===== src/rtl/i2c_eng_pkg.sv =====
package i2c_eng_pkg;
  typedef enum logic [1:0] {
    ENG_IDLE = 2'd0,
    ENG_TX   = 2'd1,
    ENG_RX   = 2'd2
  } eng_mode_e;
endpackage


===== src/rtl/i2c_rate_gen.sv =====
module i2c_rate_gen #(
  parameter int CW = 8
) (
  input  logic          clk,
  input  logic          rst_n,
  input  logic          run,
  input  logic [CW-1:0] reload,
  output logic          tick
);
  logic [CW-1:0] cnt_q, cnt_d;

  always_comb begin
    cnt_d = cnt_q;
    if (!run)                cnt_d = reload;
    else if (cnt_q == '0)    cnt_d = reload;
    else                     cnt_d = cnt_q - CW'(1);
  end

  always_ff @(posedge clk or negedge rst_n) begin
    if (!rst_n) cnt_q <= '0;
    else        cnt_q <= cnt_d;
  end

  assign tick = run && (cnt_q == '0);

  // once a tick fires with a nonzero reload, the next cycle cannot tick
  a_r3_no_back_to_back: assert property (@(posedge clk) disable iff (!rst_n)
    (tick && run && reload != '0) |=> !tick);
endmodule


===== src/rtl/i2c_bit_seq.sv =====
module i2c_bit_seq
  import i2c_eng_pkg::*;
#(
  parameter int DW = 8
) (
  input  logic          clk,
  input  logic          rst_n,
  input  logic          tick,
  input  logic          start_tx,
  input  logic          start_rx,
  input  logic [DW-1:0] tx_byte,
  input  logic          sda_in,
  output eng_mode_e     mode,
  output logic          scl_pull,
  output logic          sda_pull,
  output logic [DW-1:0] rx_byte,
  output logic          tx_last8,
  output logic          byte_done,
  output logic          ack_level
);
  localparam int BCW = $clog2(DW + 1);
  localparam logic [BCW-1:0] LAST_TX = BCW'(DW);
  localparam logic [BCW-1:0] LAST_RX = BCW'(DW - 1);

  eng_mode_e      mode_q, mode_d;
  logic           hi_q, hi_d;
  logic           park_q, park_d;
  logic [BCW-1:0] bit_q, bit_d;
  logic [DW-1:0]  sh_q, sh_d;
  logic           fall;

  always_comb begin
    mode_d = mode_q;
    hi_d   = hi_q;
    park_d = park_q;
    bit_d  = bit_q;
    sh_d   = sh_q;
    unique case (mode_q)
      ENG_IDLE: begin
        if (start_tx) begin
          mode_d = ENG_TX;
          sh_d   = tx_byte;
          bit_d  = '0;
          hi_d   = 1'b0;
        end else if (start_rx) begin
          mode_d = ENG_RX;
          sh_d   = '0;
          bit_d  = '0;
          hi_d   = 1'b0;
        end
      end
      ENG_TX: begin
        if (tick) begin
          if (!hi_q) begin
            hi_d = 1'b1;
          end else begin
            hi_d = 1'b0;
            sh_d = {sh_q[DW-2:0], 1'b0};
            if (bit_q == LAST_TX) begin
              mode_d = ENG_IDLE;
              park_d = 1'b1;
            end else begin
              bit_d = bit_q + BCW'(1);
            end
          end
        end
      end
      ENG_RX: begin
        if (tick) begin
          if (!hi_q) begin
            hi_d = 1'b1;
            sh_d = {sh_q[DW-2:0], sda_in};
          end else begin
            hi_d = 1'b0;
            if (bit_q == LAST_RX) begin
              mode_d = ENG_IDLE;
              park_d = 1'b1;
            end else begin
              bit_d = bit_q + BCW'(1);
            end
          end
        end
      end
      default: mode_d = ENG_IDLE;
    endcase
  end

  always_ff @(posedge clk or negedge rst_n) begin
    if (!rst_n) begin
      mode_q <= ENG_IDLE;
      hi_q   <= 1'b0;
      park_q <= 1'b0;
      bit_q  <= '0;
      sh_q   <= '0;
    end else begin
      mode_q <= mode_d;
      hi_q   <= hi_d;
      park_q <= park_d;
      bit_q  <= bit_d;
      sh_q   <= sh_d;
    end
  end

  assign fall      = tick && hi_q && (mode_q != ENG_IDLE);
  assign tx_last8  = fall && (mode_q == ENG_TX) && (bit_q == LAST_RX);
  assign byte_done = fall && (((mode_q == ENG_TX) && (bit_q == LAST_TX)) ||
                              ((mode_q == ENG_RX) && (bit_q == LAST_RX)));
  assign ack_level = sda_in;
  assign mode      = mode_q;
  assign rx_byte   = sh_q;
  assign scl_pull  = (mode_q == ENG_IDLE) ? park_q : !hi_q;
  assign sda_pull  = (mode_q == ENG_TX) && (bit_q < LAST_TX) && !sh_q[DW-1];

  // the SCL phase only moves on a pacing tick
  a_r3_phase_on_tick: assert property (@(posedge clk) disable iff (!rst_n)
    !tick |=> $stable(hi_q));
  // acknowledge slot releases SDA
  a_r4_ack_slot_free: assert property (@(posedge clk) disable iff (!rst_n)
    tx_last8 |=> !sda_pull);
  // byte end parks SCL low with SDA free
  a_r6_park_low: assert property (@(posedge clk) disable iff (!rst_n)
    byte_done |=> (scl_pull && !sda_pull && mode_q == ENG_IDLE));
  // a receive request during a transmit does not switch modes
  a_r11_rx_ignored: assert property (@(posedge clk) disable iff (!rst_n)
    (mode_q == ENG_TX && start_rx) |=> mode_q != ENG_RX);
endmodule


===== src/rtl/i2c_flag_regs.sv =====
module i2c_flag_regs
  import i2c_eng_pkg::*;
#(
  parameter int DW = 8
) (
  input  logic          clk,
  input  logic          rst_n,
  input  eng_mode_e     mode,
  input  logic          buf_we,
  input  logic [DW-1:0] buf_wdata,
  input  logic          buf_re,
  input  logic          rx_req,
  input  logic          wr_coll_clr,
  input  logic          rx_ovf_clr,
  input  logic          irq_clr,
  input  logic          tx_last8,
  input  logic          byte_done,
  input  logic [DW-1:0] rx_byte,
  input  logic          ack_level,
  output logic [DW-1:0] buf_q,
  output logic          buf_full,
  output logic          wr_coll,
  output logic          rx_ovf,
  output logic          ack_nack,
  output logic          irq,
  output logic          rx_busy,
  output logic          start_tx,
  output logic          start_rx
);
  logic          idle, rx_done, tx_done, lost;
  logic [DW-1:0] buf_d;
  logic          bf_q, bf_d, wc_q, wc_d, ov_q, ov_d, ak_q, ak_d, iq_q, iq_d, re_q, re_d;

  assign idle     = (mode == ENG_IDLE);
  assign start_tx = idle && buf_we;
  assign start_rx = idle && rx_req && !buf_we;
  assign rx_done  = byte_done && (mode == ENG_RX);
  assign tx_done  = byte_done && (mode == ENG_TX);
  assign lost     = rx_done && bf_q && !buf_re;

  always_comb begin
    buf_d = buf_q;
    if (start_tx)               buf_d = buf_wdata;
    else if (rx_done && !lost)  buf_d = rx_byte;

    bf_d = bf_q;
    if (buf_re)   bf_d = 1'b0;
    if (tx_last8) bf_d = 1'b0;
    if (rx_done)  bf_d = 1'b1;
    if (start_tx) bf_d = 1'b1;

    wc_d = wc_q;
    if (wr_coll_clr)        wc_d = 1'b0;
    if (buf_we && !idle)    wc_d = 1'b1;

    ov_d = ov_q;
    if (rx_ovf_clr) ov_d = 1'b0;
    if (lost)       ov_d = 1'b1;

    ak_d = tx_done ? ack_level : ak_q;

    iq_d = iq_q;
    if (irq_clr)   iq_d = 1'b0;
    if (byte_done) iq_d = 1'b1;

    re_d = re_q;
    if (start_rx) re_d = 1'b1;
    if (rx_done)  re_d = 1'b0;
  end

  always_ff @(posedge clk or negedge rst_n) begin
    if (!rst_n) begin
      buf_q <= '0;
      bf_q  <= 1'b0;
      wc_q  <= 1'b0;
      ov_q  <= 1'b0;
      ak_q  <= 1'b0;
      iq_q  <= 1'b0;
      re_q  <= 1'b0;
    end else begin
      buf_q <= buf_d;
      bf_q  <= bf_d;
      wc_q  <= wc_d;
      ov_q  <= ov_d;
      ak_q  <= ak_d;
      iq_q  <= iq_d;
      re_q  <= re_d;
    end
  end

  assign buf_full = bf_q;
  assign wr_coll  = wc_q;
  assign rx_ovf   = ov_q;
  assign ack_nack = ak_q;
  assign irq      = iq_q;
  assign rx_busy  = re_q;

  // collision flag and protected buffer
  a_r7_coll_set: assert property (@(posedge clk) disable iff (!rst_n)
    (buf_we && !idle) |=> wr_coll);
  a_r7_buf_kept: assert property (@(posedge clk) disable iff (!rst_n)
    (buf_we && !idle && !rx_done) |=> $stable(buf_q));
  // overflow keeps the old byte
  a_r10_ovf_keep: assert property (@(posedge clk) disable iff (!rst_n)
    lost |=> (rx_ovf && $stable(buf_q)));
  // acknowledge status follows the line at the ninth fall
  a_r5_ack_capture: assert property (@(posedge clk) disable iff (!rst_n)
    tx_done |=> ack_nack == $past(ack_level));
  // receive enable drops at byte end
  a_r8_rx_drop: assert property (@(posedge clk) disable iff (!rst_n)
    rx_done |=> (!rx_busy && buf_full));
  // interrupt flag is sticky
  a_r12_irq_hold: assert property (@(posedge clk) disable iff (!rst_n)
    (irq && !irq_clr) |=> irq);
endmodule


===== src/rtl/i2c_byte_engine.sv =====
module i2c_byte_engine
  import i2c_eng_pkg::*;
#(
  parameter int DW = 8,
  parameter int CW = 8
) (
  input  logic          clk,
  input  logic          rst_n,
  input  logic [CW-1:0] reload,
  input  logic          buf_we,
  input  logic [DW-1:0] buf_wdata,
  input  logic          buf_re,
  output logic [DW-1:0] buf_rdata,
  input  logic          rx_req,
  output logic          rx_busy,
  input  logic          wr_coll_clr,
  input  logic          rx_ovf_clr,
  input  logic          irq_clr,
  output logic          buf_full,
  output logic          wr_coll,
  output logic          rx_ovf,
  output logic          ack_nack,
  output logic          irq,
  output logic          scl_pull,
  output logic          sda_pull,
  input  logic          sda_in
);
  eng_mode_e     mode;
  logic          tick, run, start_tx, start_rx, tx_last8, byte_done, ack_level;
  logic [DW-1:0] rx_byte;

  assign run = (mode != ENG_IDLE);

  i2c_rate_gen #(.CW(CW)) u_rate (
    .clk    (clk),
    .rst_n  (rst_n),
    .run    (run),
    .reload (reload),
    .tick   (tick)
  );

  i2c_bit_seq #(.DW(DW)) u_seq (
    .clk       (clk),
    .rst_n     (rst_n),
    .tick      (tick),
    .start_tx  (start_tx),
    .start_rx  (start_rx),
    .tx_byte   (buf_wdata),
    .sda_in    (sda_in),
    .mode      (mode),
    .scl_pull  (scl_pull),
    .sda_pull  (sda_pull),
    .rx_byte   (rx_byte),
    .tx_last8  (tx_last8),
    .byte_done (byte_done),
    .ack_level (ack_level)
  );

  i2c_flag_regs #(.DW(DW)) u_flags (
    .clk         (clk),
    .rst_n       (rst_n),
    .mode        (mode),
    .buf_we      (buf_we),
    .buf_wdata   (buf_wdata),
    .buf_re      (buf_re),
    .rx_req      (rx_req),
    .wr_coll_clr (wr_coll_clr),
    .rx_ovf_clr  (rx_ovf_clr),
    .irq_clr     (irq_clr),
    .tx_last8    (tx_last8),
    .byte_done   (byte_done),
    .rx_byte     (rx_byte),
    .ack_level   (ack_level),
    .buf_q       (buf_rdata),
    .buf_full    (buf_full),
    .wr_coll     (wr_coll),
    .rx_ovf      (rx_ovf),
    .ack_nack    (ack_nack),
    .irq         (irq),
    .rx_busy     (rx_busy),
    .start_tx    (start_tx),
    .start_rx    (start_rx)
  );
endmodule


===== config.mk =====
export PLATFORM = sky130hd
export DESIGN_NAME = i2c_byte_engine
export DESIGN_NICKNAME = d
export VERILOG_FILES = /design/src/rtl/i2c_eng_pkg.sv /design/src/rtl/i2c_rate_gen.sv /design/src/rtl/i2c_bit_seq.sv /design/src/rtl/i2c_flag_regs.sv /design/src/rtl/i2c_byte_engine.sv
export SDC_FILE = /design/constraint.sdc
export NUM_CORES = 1
export LEC_CHECK = 0
export CAP_MARGIN = 15
export CORE_MARGIN = 3
export CORE_UTILIZATION = 56
export CTS_BUF_LIST = sky130_fd_sc_hd__clkbuf_4 sky130_fd_sc_hd__clkbuf_8 sky130_fd_sc_hd__clkbuf_16
export CTS_CLUSTER_DIAMETER = 150
export DETAILED_ROUTE_END_ITERATION = 8
export PLACE_DENSITY = 0.88
export SLEW_MARGIN = 30
export SYNTH_ARGS = -nofsm -noshare
export SYNTH_HDL_FRONTEND = slang
export SYNTH_HIERARCHICAL = 1
export SYNTH_SLANG_ARGS = --single-unit

===== constraint.sdc =====
create_clock -name clk -period 7.85 [get_ports clk]
set_clock_uncertainty 0.2 [all_clocks]
set_input_delay 2.355 -clock clk [delete_from_list [all_inputs] [get_ports clk]]
set_output_delay 2.355 -clock clk [all_outputs]
set_load 0.01 [all_outputs]

======== Word-level counts from Yosys, hierarchy flattened ========
Cells that the tools add are included.
Widths: inputs -> output; s select.
operators by class
  add/subtract/negate cells ............... 2
  multiply operators ...................... 0
  div/mod/pow operators ................... 0
  order comparisons ....................... 1
  equality and inequality tests ........... 15
  shifts and indexed selects .............. 0
  multiplexer cells ....................... 54
  bitwise gates (word level) .............. 0
  reduce and logical (&&, ||, !) cells .... 44
operators by type and width
  kind                 count
  $mux 8               10
  $mux 4               8
  $pmux 8 s3           1
  $mux 1               23
  $logic_and 1x1->1    19
  $ne 2x2->1 const B   9
  $mux 2               8
  $reduce_bool 2->1    8
  $reduce_and 7->1     2
  $pmux 4 s3           1
  $logic_not 8->1      1
  $reduce_and 8->1     1
  $sub 8x1->8 const B  1
  $logic_not 1->1      6
  $pmux 2 s3           1
  $reduce_and 6->1     1
  $add 4x1->4 const B  1
  $eq 4x3->1 const B   1
  $eq 4x4->1 const B   1
  $lt 4x4->1 const B   1
  $pmux 1 s2           2
  $reduce_bool 4->1    1
  $ne 3x3->1 const B   1
  $reduce_and 3->1     1
  other kinds (7)      7
storage, ports and cells
  flip-flop bits (word level) ............. 38
  bits in latches ......................... 0
  RAM bits ................................ 0
  ROM bits ................................ 0
  input bits .............................. 25
  output and inout port bits .............. 16
  word-level logic and storage cells ...... 129
  memories ................................ 0

======== Logic depth before layout (Yosys ltp) ========
Gate-level depths: netlist of run 1.
  depth in word-level cells ............... 12
  depth in mapped cells ................... 8
  depth with buffers taken out ............ 8

======== Modules after synthesis ========
The synthesis of run 1 kept the hierarchy.
modules (own cells, without submodules)
  module           times used  cells each  area each (sq um)  sequential area each (sq um)
  i2c_bit_seq      1           110         1,041.0            400.4
  i2c_flag_regs    1           50          664.4              350.3
  i2c_rate_gen     1           48          471.7              200.2
  i2c_byte_engine  1           1           6.3                0.0

======== Least setup slack after synthesis of run 1 ========
Ideal clock, no wire load.
  kind .................................... input to register
  start ................................... input port buf_we
  end ..................................... register u_seq.bit_q[0]
  setup time .............................. 0.079 ns
  data arrival time ....................... 3.808 ns
  data required time ...................... 7.571 ns
  path slack .............................. 3.763 ns
  stages on the path ...................... 7
  buffers on the path ..................... 2
  path through ............................ nor3b_1 > buf_6 > nor3b_1 > a2111oi_4 > and3b_1 > buf_6 > mux2i_1
on the way
  elaborated cells between the ends (all ways) .. 7
  classes of those cells .................. eq/ne: 1; mux: 2; reduce/logical: 4
RTL lines
  element                                                                 RTL line               text
  from (decl)                                                             i2c_byte_engine.sv:10  input logic buf_we,
  $logic_and 1x1->1 (*)                                                   i2c_flag_regs.sv:35    assign start_tx = idle && buf_we;
  net start_tx                                                            i2c_byte_engine.sv:29  logic tick, run, start_tx, start_rx, tx_last8, byte_done, ack_level;
  $ne 3x3->1 (no source line) / $mux 4 (equally long branches)            --
  $reduce_and 8->1 (no source line) / $pmux 4 s3 (equally long branches)  --
  to (signal assigned)                                                    i2c_bit_seq.sv:99      bit_q <= bit_d;
  to (decl)                                                               i2c_bit_seq.sv:28      logic [BCW-1:0] bit_q, bit_d;
Mark *: on every way through the listed nets, which the timed path passes. The rest lies on a longest branch.
A chain may end at the register's enable or synchronous reset.

======== Final worst setup path of run 1 ========
  start ................................... input port buf_we
  end ..................................... register u_seq.bit_q[1]
The elaborated chain is that of the path after synthesis.

==> results.toml, run 1 <==
[worst_setup_path]
cp_cell_sequence = "clkdlybuf4s50_1, nor3b_1, buf_4, nor3b_1, a2111oi_4, and3b_1, mux2i_1"
cp_common_cell = "nor3b_1"
arrival_ns = 4.85
critPathRequiredTime_ns = 7.86
crit_slowest_cell = "a2111oi_4"
path_max_fanout = 19
start_kind = "input port"
worstSetupPathType = "in -> reg"
worst-path-buf-inv = 2
critPathMaxStageDelay_ns = 0.81
crit_path_end_kind = "flip-flop"
crit_family = "compound AO/OA/AOI/OAI gates"

[cts]
clk_latency_ns = 0.29
cts-root-buf = "clkbuf_8"
cts_setup_buffers = 0
h-tree-depth = 2
clk_path_buf_depth = 2
cts_buffers = 5
cts_sinks = 38
cts_resized = 0
clk_pin_slew_worst_paths_ns = 0.07
cts_hold_buf = 0
cts_tree = "built"

[drt]
finalWirelength_mm = 4.524
viasPerCell = 5.729
wire_per_inst_um = 15.34
drc = 0
ant_nets = 0
vias = 1690
drtPass1Iterations = 4
drtIter0Drc = 97

[timing]
fin_crit_ns = 4.834
finalMaxSlewViolations = 0
setup_viol = 0
fin_tns_setup_ns = 0
hold_ws_ns = 0.2928
timing.fmax_mhz = 206.9
rsz0062_at_grt = "false"
finalCritPeriodShare_pct = 61.58
setup_ws_ns = 3.016
slew_headroom_pct = 39.86
finalHoldViolCount = 0
tightest_slew_ns = 0.9022

[floorplanning]
ios = 41
fp.dieH_um = 68.44
initial_utilization_pct = 58.75
fp.dieW_um = 68.44
dieArea_um2 = 4684
core_area_um2 = 3716
row_count = 22

[global_routing]
grt_max_degree = 39
grt_usage_pct = 21.83
grt_pass1_wl_mm = 7.521
grt_overflow = 0
antenna_found_initial = 0
grt_pass1_vias = 1591

[yosys]
syn-num-nets = 243
ys_ff_latch = 38
yosysWarnings = 6
synth_edf_count = 0
ys.flop_type = "dfrtp_1"
syn_inst = 209
async_reset_ff_share_pct = 100.0
syn_avg_cell_area_um2 = 10.45
synth.yosys.seq_area_share_pct = 43.55
syn-cell-area_um2 = 2183
synth_cell_types = 47

[power]
share_comb_of_total_power_pct = 51.1
p_per_area_nw_per_um2 = 388.6
leakage_nw = 1.107
irDropWorstVdd_uv = 183.9
clockPowerShare_pct = 12.7
swShare_pct = 40.29
power_mw = 1.034
internal_power_uw = 617.1
p_seq_share_pct = 36.3
power_switching_uw = 416.5

[job]
timing.max_cap.violations = 0

[placed_design]
placed_area_um2 = 2577
place.gp.congestion = 0.7969
dpl.hpwl_mm = 3.289
placed_cells = 289
preCtsSetupSlack_ns = 2.752
portBuffers = 40

[final_layout]
n_antenna_cell = 0
area_delta_synth_final_pct = 21.83
layoutNonFillerInstCount = 295
design_area_um2 = 2660
post-route-util_pct = 71.58
drive_gt1_share_pct = 14.98
nets = 282

[outcome]
outcome = "completed"

[worst_hold_path]
min_path_type = "reg -> reg"
==> per-layer routing <==
metal,share of wire (%),track usage (%)
met3,4.8,5.911
met1,44,27.63
met5,0,0
met2,49,34.68
met4,1.6,9.677
==> final cells by class <==
class                      count  area [µm²]
sequential                    38       950.9
tap                           48       60.06
inverter                      13       48.80
clock buffer                   6       82.58
fill                         293        1056
multi-input combinational    149        1115
timing repair buffer          41       402.9
==> cells in the mapped netlist, types with 4 or more instances <==
| cell type | instances | share of area (%) |
|---|---|---|
| nand3_1 | 6 | 1.4 |
| o21ai_1 | 7 | 1.6 |
| a22oi_1 | 7 | 2.4 |
| nand2_1 | 19 | 3.3 |
| a21oi_1 | 11 | 2.5 |
| mux2_2 | 17 | 8.8 |
| mux2i_1 | 4 | 1.8 |
| ha_1 | 9 | 5.2 |
| nor2b_1 | 4 | 1.1 |
| o21ai_0 | 7 | 1.6 |
| nor3b_1 | 5 | 1.7 |
| xor2_1 | 4 | 1.6 |
| a31oi_1 | 9 | 2.6 |
| nand3b_1 | 4 | 1.4 |
| nor2_1 | 5 | 0.86 |
| inv_1 | 13 | 2.2 |
| dfrtp_1 | 38 | 44 |
==> state kept, by name, summed over array words and instances, names as in the netlist, 2 cells and up <==
register       cells
u_seq/bit_q        4
u_seq/mode         2
u_seq/rx_byte      8
u_rate/cnt_q       8
u_flags/buf_q      8
==> power groups by stage <==
stage                     combinational [mW]  clock, mW  sequential, mW
after floorplan                        0.392          0           0.368
after global placement                 0.505          0           0.371
after detailed placement               0.527          0           0.376
after CTS                              0.530      0.135           0.375
after global routing                   0.589      0.144           0.387
final                                  0.528      0.131           0.375
==> worst paths after layout <==
kind                                     to  slack (ns)  depth (start not counted)       startpoint
min reg2reg                 u_flags/rx_busy        0.29                          1  u_flags/rx_busy
max in group asynchronous    u_seq/bit_q[3]        4.96                          1            rst_n
min                         u_flags/rx_busy        0.29                          1  u_flags/rx_busy
max reg2reg                u_flags/buf_q[5]        4.84                          7    u_seq/mode[0]
min in group asynchronous     u_seq/mode[1]        1.96                          1            rst_n
max                          u_seq/bit_q[1]        3.02                          7           buf_we
==> cells by family (layout without fill, tap and decap cells) <==
logic type	count (synthesis)	count (layout)	synth area share, %
simple gates	59	59	15.76
compound gates	54	54	17.13
flops	38	38	43.55
buf+inv	22	60	5.386
mux	21	21	10.60
fa+ha+maj	9	9	5.158
xor+xnor	6	6	2.407
==> layout by cell type (no fill, tap or decap), types with 6 or more instances in the layout <==
master | netlist | layout
nand3_1 | 6 | 6
clkdlybuf4s50_1 | 0 | 39
a22oi_1 | 7 | 7
clkbuf_8 | 0 | 6
dfrtp_1 | 38 | 38
o21ai_0 | 7 | 7
a21oi_1 | 11 | 11
inv_1 | 13 | 13
mux2_2 | 17 | 17
o21ai_1 | 7 | 7
ha_1 | 9 | 9
nand2_1 | 19 | 19
a31oi_1 | 9 | 9
Note: power is estimated with default switching activity, not from simulation.
==> run 2: changes to the inputs <==
--- a/config.mk
+++ b/config.mk
@@ -7,11 +7,11 @@
 export LEC_CHECK = 0
 export CAP_MARGIN = 15
 export CORE_MARGIN = 3
-export CORE_UTILIZATION = 56
+export CORE_UTILIZATION = 47
 export CTS_BUF_LIST = sky130_fd_sc_hd__clkbuf_4 sky130_fd_sc_hd__clkbuf_8 sky130_fd_sc_hd__clkbuf_16
 export CTS_CLUSTER_DIAMETER = 150
 export DETAILED_ROUTE_END_ITERATION = 8
-export PLACE_DENSITY = 0.88
+export PLACE_DENSITY = 0.79
 export SLEW_MARGIN = 30
 export SYNTH_ARGS = -nofsm -noshare
 export SYNTH_HDL_FRONTEND = slang
==> constraint.sdc (replaced) <==
create_clock -name clk -period 4.11 [get_ports clk]
set_clock_uncertainty 0.2 [all_clocks]
set_input_delay 1.233 -clock clk [delete_from_list [all_inputs] [get_ports clk]]
set_output_delay 1.233 -clock clk [all_outputs]
set_load 0.01 [all_outputs]
==> run 2 against run 1 <==
Utilization fell by 10 points; register-to-register slack got worse by 3.8 ns; die area rose by 17%; hold slack got worse by 0.013 ns; non-clock buffer count rose by 1; critical path type is now reg -> out; critical endpoint is now sda_pull.
==> results.toml, run 2 (synthesis results as in run 1) <==
[cts]
cts-root-buf = "clkbuf_8"
h-tree-depth = 2
cts_sinks = 38
clk_path_buf_depth = 2
cts_tree = "built"
cts_buffers = 5
cts_hold_buf = 0
clk_latency_ns = 0.29
cts_setup_buffers = 0
clk_pin_slew_worst_paths_ns = 0.07
cts_resized = 0

[global_routing]
antenna_found_initial = 0
grt_pass1_wl_mm = 7.417
grt_overflow = 0
grt_pass1_vias = 1642
grt_max_degree = 39
grt_usage_pct = 17.30

[floorplanning]
initial_utilization_pct = 49.46
fp.dieW_um = 74.16
core_area_um2 = 4414
row_count = 24
ios = 41
dieArea_um2 = 5499
fp.dieH_um = 74.16

[final_layout]
n_antenna_cell = 0
post-route-util_pct = 61.22
nets = 283
area_delta_synth_final_pct = 23.78
final_common_cell = "clkdlybuf4s50_1"
final_cell_mix = "clkdlybuf4s50_1 (39), dfrtp_1 (38), nand2_1 (19)"
drive_gt1_share_pct = 15.66

[timing]
hold_ws_ns = 0.2796
fin_tns_setup_ns = 0
slew_headroom_pct = 43.72
setup_viol = 0
tightest_slew_ns = 0.8443
finalHoldViolCount = 0
fin_crit_ns = 3.552
rsz0062_at_grt = "false"
finalCritPeriodShare_pct = 86.42
finalMaxSlewViolations = 0
timing.fmax_mhz = 281.5
setup_ws_ns = 0.5581

[drt]
wire_per_inst_um = 14.48
drtPass1Iterations = 4
drtIter0Drc = 121
viasPerCell = 5.548
ant_nets = 0
vias = 1670
finalWirelength_mm = 4.357
drc = 0

[power]
share_comb_of_total_power_pct = 49.4
internal_power_mw = 1.250
clockPowerShare_pct = 16.0
swShare_pct = 38.74
power_switching_uw = 790.8
p_per_area_nw_per_um2 = 755.2
leakage_nw = 1.126
power_mw = 2.041
p_seq_share_pct = 34.6
irDropWorstVdd_uv = 417.1

[worst_setup_path]
path_max_fanout = 11
crit_path_end_kind = "primary output"
worstSetupPathType = "reg -> out"
start_kind = "flip-flop"
critPathRequiredTime_ns = 2.68
arrival_ns = 2.12

[placed_design]
portBuffers = 40
place.gp.congestion = 0.7470
preCtsSetupSlack_ns = 0.6721
dpl.hpwl_mm = 3.066

[outcome]
outcome = "completed"

[job]
timing.max_cap.violations = 0

[worst_hold_path]
min_path_type = "reg -> reg"
[run 2: cell types whose count changed in the layout (fill, tap and decap cells not counted), sizes merged]
| cell | change |
|---|---|
| buf | +1 |
| bufinv | +1 |
[run 2: worst paths after layout]
check,startpoint,endpoint,slack [ns],depth (start not counted)
max,u_seq/mode[1],sda_pull,0.56,4
min,u_seq/park_q,u_seq/park_q,0.28,1
max reg2reg,u_seq/mode[0],u_flags/buf_q[7],1.05,7
min reg2reg,u_seq/park_q,u_seq/park_q,0.28,1
max in group asynchronous,rst_n,u_flags/buf_q[7],2.34,1
min in group asynchronous,rst_n,u_rate/cnt_q[7],0.85,1
[run 2: final cells by class]
class	count	area, µm²
repair buffers	42	410.4
clock inverters	1	30.03
inverters	13	48.80
clock buffers	6	82.58
well taps	52	65.06
multi-input cells	149	1115
flip-flops and latches	38	950.9
fillers	378	1712
[run 2: routing by layer]
metal	vias to the layer above	global-route usage [%]	part of all wire, %
met5	-	0	0
met4	0	5.231	1.0
met3	5	4.324	4.4
met2	38	27.36	47
met1	804	23.48	48
li1	823	-	-
[run 2: metrics by stage]
stage               instance area (µm²)  std cells
floorplan                          2183        209
global placement                   2590        294
detailed placement                 2590        294
CTS                                2703        301
global route                       2703        301
finish                             2703        301
[run 2: worst max-delay path, stage by stage (launching register included)]
cell and delay [ns]:
dfrtp_1 0.49, inv_1 0.17, ha_1 0.30, nor3b_1 0.28, clkdlybuf4s50_1 0.58
[run 2: power by group through the flow]
stage               clock (mW)  sequential (mW)  combinational, mW
floorplan                    0            0.702              0.748
global placement             0            0.709              0.981
detailed placement           0            0.710               1.01
CTS                      0.332            0.708               1.01
global route             0.352            0.733               1.12
finish                   0.326            0.706               1.01
==> run 3: changes to the inputs <==
--- a/config.mk
+++ b/config.mk
@@ -7,11 +7,11 @@
 export LEC_CHECK = 0
 export CAP_MARGIN = 15
 export CORE_MARGIN = 3
-export CORE_UTILIZATION = 47
+export CORE_UTILIZATION = 52
 export CTS_BUF_LIST = sky130_fd_sc_hd__clkbuf_4 sky130_fd_sc_hd__clkbuf_8 sky130_fd_sc_hd__clkbuf_16
 export CTS_CLUSTER_DIAMETER = 150
 export DETAILED_ROUTE_END_ITERATION = 8
-export PLACE_DENSITY = 0.79
+export PLACE_DENSITY = 0.83
 export SLEW_MARGIN = 30
 export SYNTH_ARGS = -nofsm -noshare
 export SYNTH_HDL_FRONTEND = slang
==> constraint.sdc (replaced) <==
create_clock -name clk -period 3.4 [get_ports clk]
set_clock_uncertainty 0.2 [all_clocks]
set_input_delay 1.02 -clock clk [delete_from_list [all_inputs] [get_ports clk]]
set_output_delay 1.02 -clock clk [all_outputs]
set_load 0.01 [all_outputs]
==> run 3 against run 2 <==
Design area is 0.42% higher; via count is 1.5% higher; critical endpoint unchanged; utilization is 9.2 points higher; non-clock buffer count is 4 higher; critical path depth stayed put.
==> results.toml, run 3 (synthesis results as in run 1) <==
[timing]
fin_crit_ns = 3.279
setup_viol = 0
slew_headroom_pct = 44.97
finalMaxSlewViolations = 0
tightest_slew_ns = 0.8255
rsz0062_at_grt = "false"
finalCritPeriodShare_pct = 96.43
finalHoldViolCount = 0
fin_tns_setup_ns = 0
timing.fmax_mhz = 305.0

[floorplanning]
ios = 41
fp.dieH_um = 70.80
initial_utilization_pct = 56.66
row_count = 22
core_area_um2 = 3854
fp.dieW_um = 70.80
dieArea_um2 = 5012

[final_layout]
layoutNonFillerInstCount = 302
drive_gt1_share_pct = 18.11
area_delta_synth_final_pct = 24.30
nets = 287
final_common_cell = "clkdlybuf4s50_1"
multi_input_area_um2 = 1117
fillers = 307
seqCellArea_um2 = 952.2
final_cell_mix = "clkdlybuf4s50_1 (39), dfrtp_1 (37), nand2_1 (19)"
n_antenna_cell = 0

[cts]
clk_latency_ns = 0.29
cts-root-buf = "clkbuf_8"
clk_pin_slew_worst_paths_ns = 0.08
cts_tree = "built"
cts_sinks = 38
cts_buffers = 5
cts_hold_buf = 0
cts_resized = 1
h-tree-depth = 2
clk_path_buf_depth = 2
cts_setup_buffers = 0

[worst_setup_path]
path_max_fanout = 11
rr_worst_depth = 7
worst-path-buf-inv = 2
crit_family = "buffers and inverters"
arrival_ns = 2.06
endpoint = "sda_pull"
cp_cell_sequence = "inv_1, ha_2, nor3b_1, clkdlybuf4s50_1"
regToRegEndpoint = "u_flags/buf_q[1]"
rrSetupSlack_ns = 0.63
crit_path_end_kind = "primary output"
crit_slowest_cell = "clkdlybuf4s50_1"
cp_num_cells = 4
critPathRequiredTime_ns = 2.18
worstSetupPathType = "reg -> out"
start_kind = "flip-flop"
reg2reg_from = "u_rate/cnt_q[4]"
cp-startpoint = "u_seq/mode[1]"
critPathMaxStageDelay_ns = 0.58

[global_routing]
grt_pass1_vias = 1663
grt_usage_pct = 19.13
grt_overflow = 0
grt_pass1_wl_mm = 7.693
grt_max_degree = 39
antenna_found_initial = 0

[drt]
vias = 1695
finalWirelength_mm = 4.507
drc = 0
wire_per_inst_um = 14.92
viasPerCell = 5.613
ant_nets = 0
drtPass1Iterations = 4
drtIter0Drc = 99

[power]
p_per_area_nw_per_um2 = 897.8
leakage_nw = 1.134
irDropWorstVdd_uv = 576.8

[placed_design]
dpl.hpwl_mm = 3.259
portBuffers = 40
place.gp.congestion = 0.7721
placed_cells = 294

[worst_hold_path]
min_path_type = "reg -> reg"

[outcome]
outcome = "completed"

[job]
timing.max_cap.violations = 0
## run 3: worst min path at each step
| stage | end | startpoint | cells past startpoint |
|---|---|---|---|
| global route | u_flags/rx_busy | u_flags/rx_busy | 1 |
| global placement | u_seq/park_q | u_seq/park_q | 1 |
| detailed placement | u_flags/irq | u_flags/irq | 1 |
| finish | u_seq/park_q | u_seq/park_q | 1 |
| floorplan | u_seq/park_q | u_seq/park_q | 1 |
| CTS | u_flags/irq | u_flags/irq | 1 |
## run 3: layout make-up
| class | instances | area share [%] |
|---|---|---|
| repair buffers | 46 | 16.23 |
| well taps | 48 | 2.213 |
| multi-input cells | 149 | 41.17 |
| clock buffers | 6 | 3.043 |
| inverters | 13 | 1.798 |
| flip-flops and latches | 38 | 35.09 |
| clock inverters | 2 | 0.4610 |
## run 3: metal layers
layer | routed length (µm) | track usage (%) | up-vias
li1 | - | - | 838
met1 | 2070 | 25.93 | 793
met2 | 2132 | 29.97 | 58
met3 | 252 | 5.398 | 6
met4 | 51 | 5.637 | 0
met5 | 0 | 0 | -
## run 3: report_power, final
| part | switching [mW] | internal, mW |
|---|---|---|
| registers | 0.191 | 0.662 |
| clock network | 0.165 | 0.163 |
| logic | 0.621 | 0.636 |
| total | 0.976 | 1.46 |
## run 3: metrics by stage
stage | total power [mW] | hold slack, ns | setup slack, ns | instance area, µm² | util (%)
after floorplan | 1.753 | 0.2419 | 0.6478 | 2183 | -
after global placement | 2.061 | 0.2574 | 0.3285 | 2615 | 67.86
after detailed placement | 2.116 | 0.2721 | 0.2068 | 2615 | 67.86
after CTS | 2.448 | 0.2897 | 0.02998 | 2713 | 70.39
after global routing | 2.636 | 0.3041 | 0.01482 | 2714 | 70.42
final | 2.437 | 0.2855 | 0.1214 | 2714 | 70.42
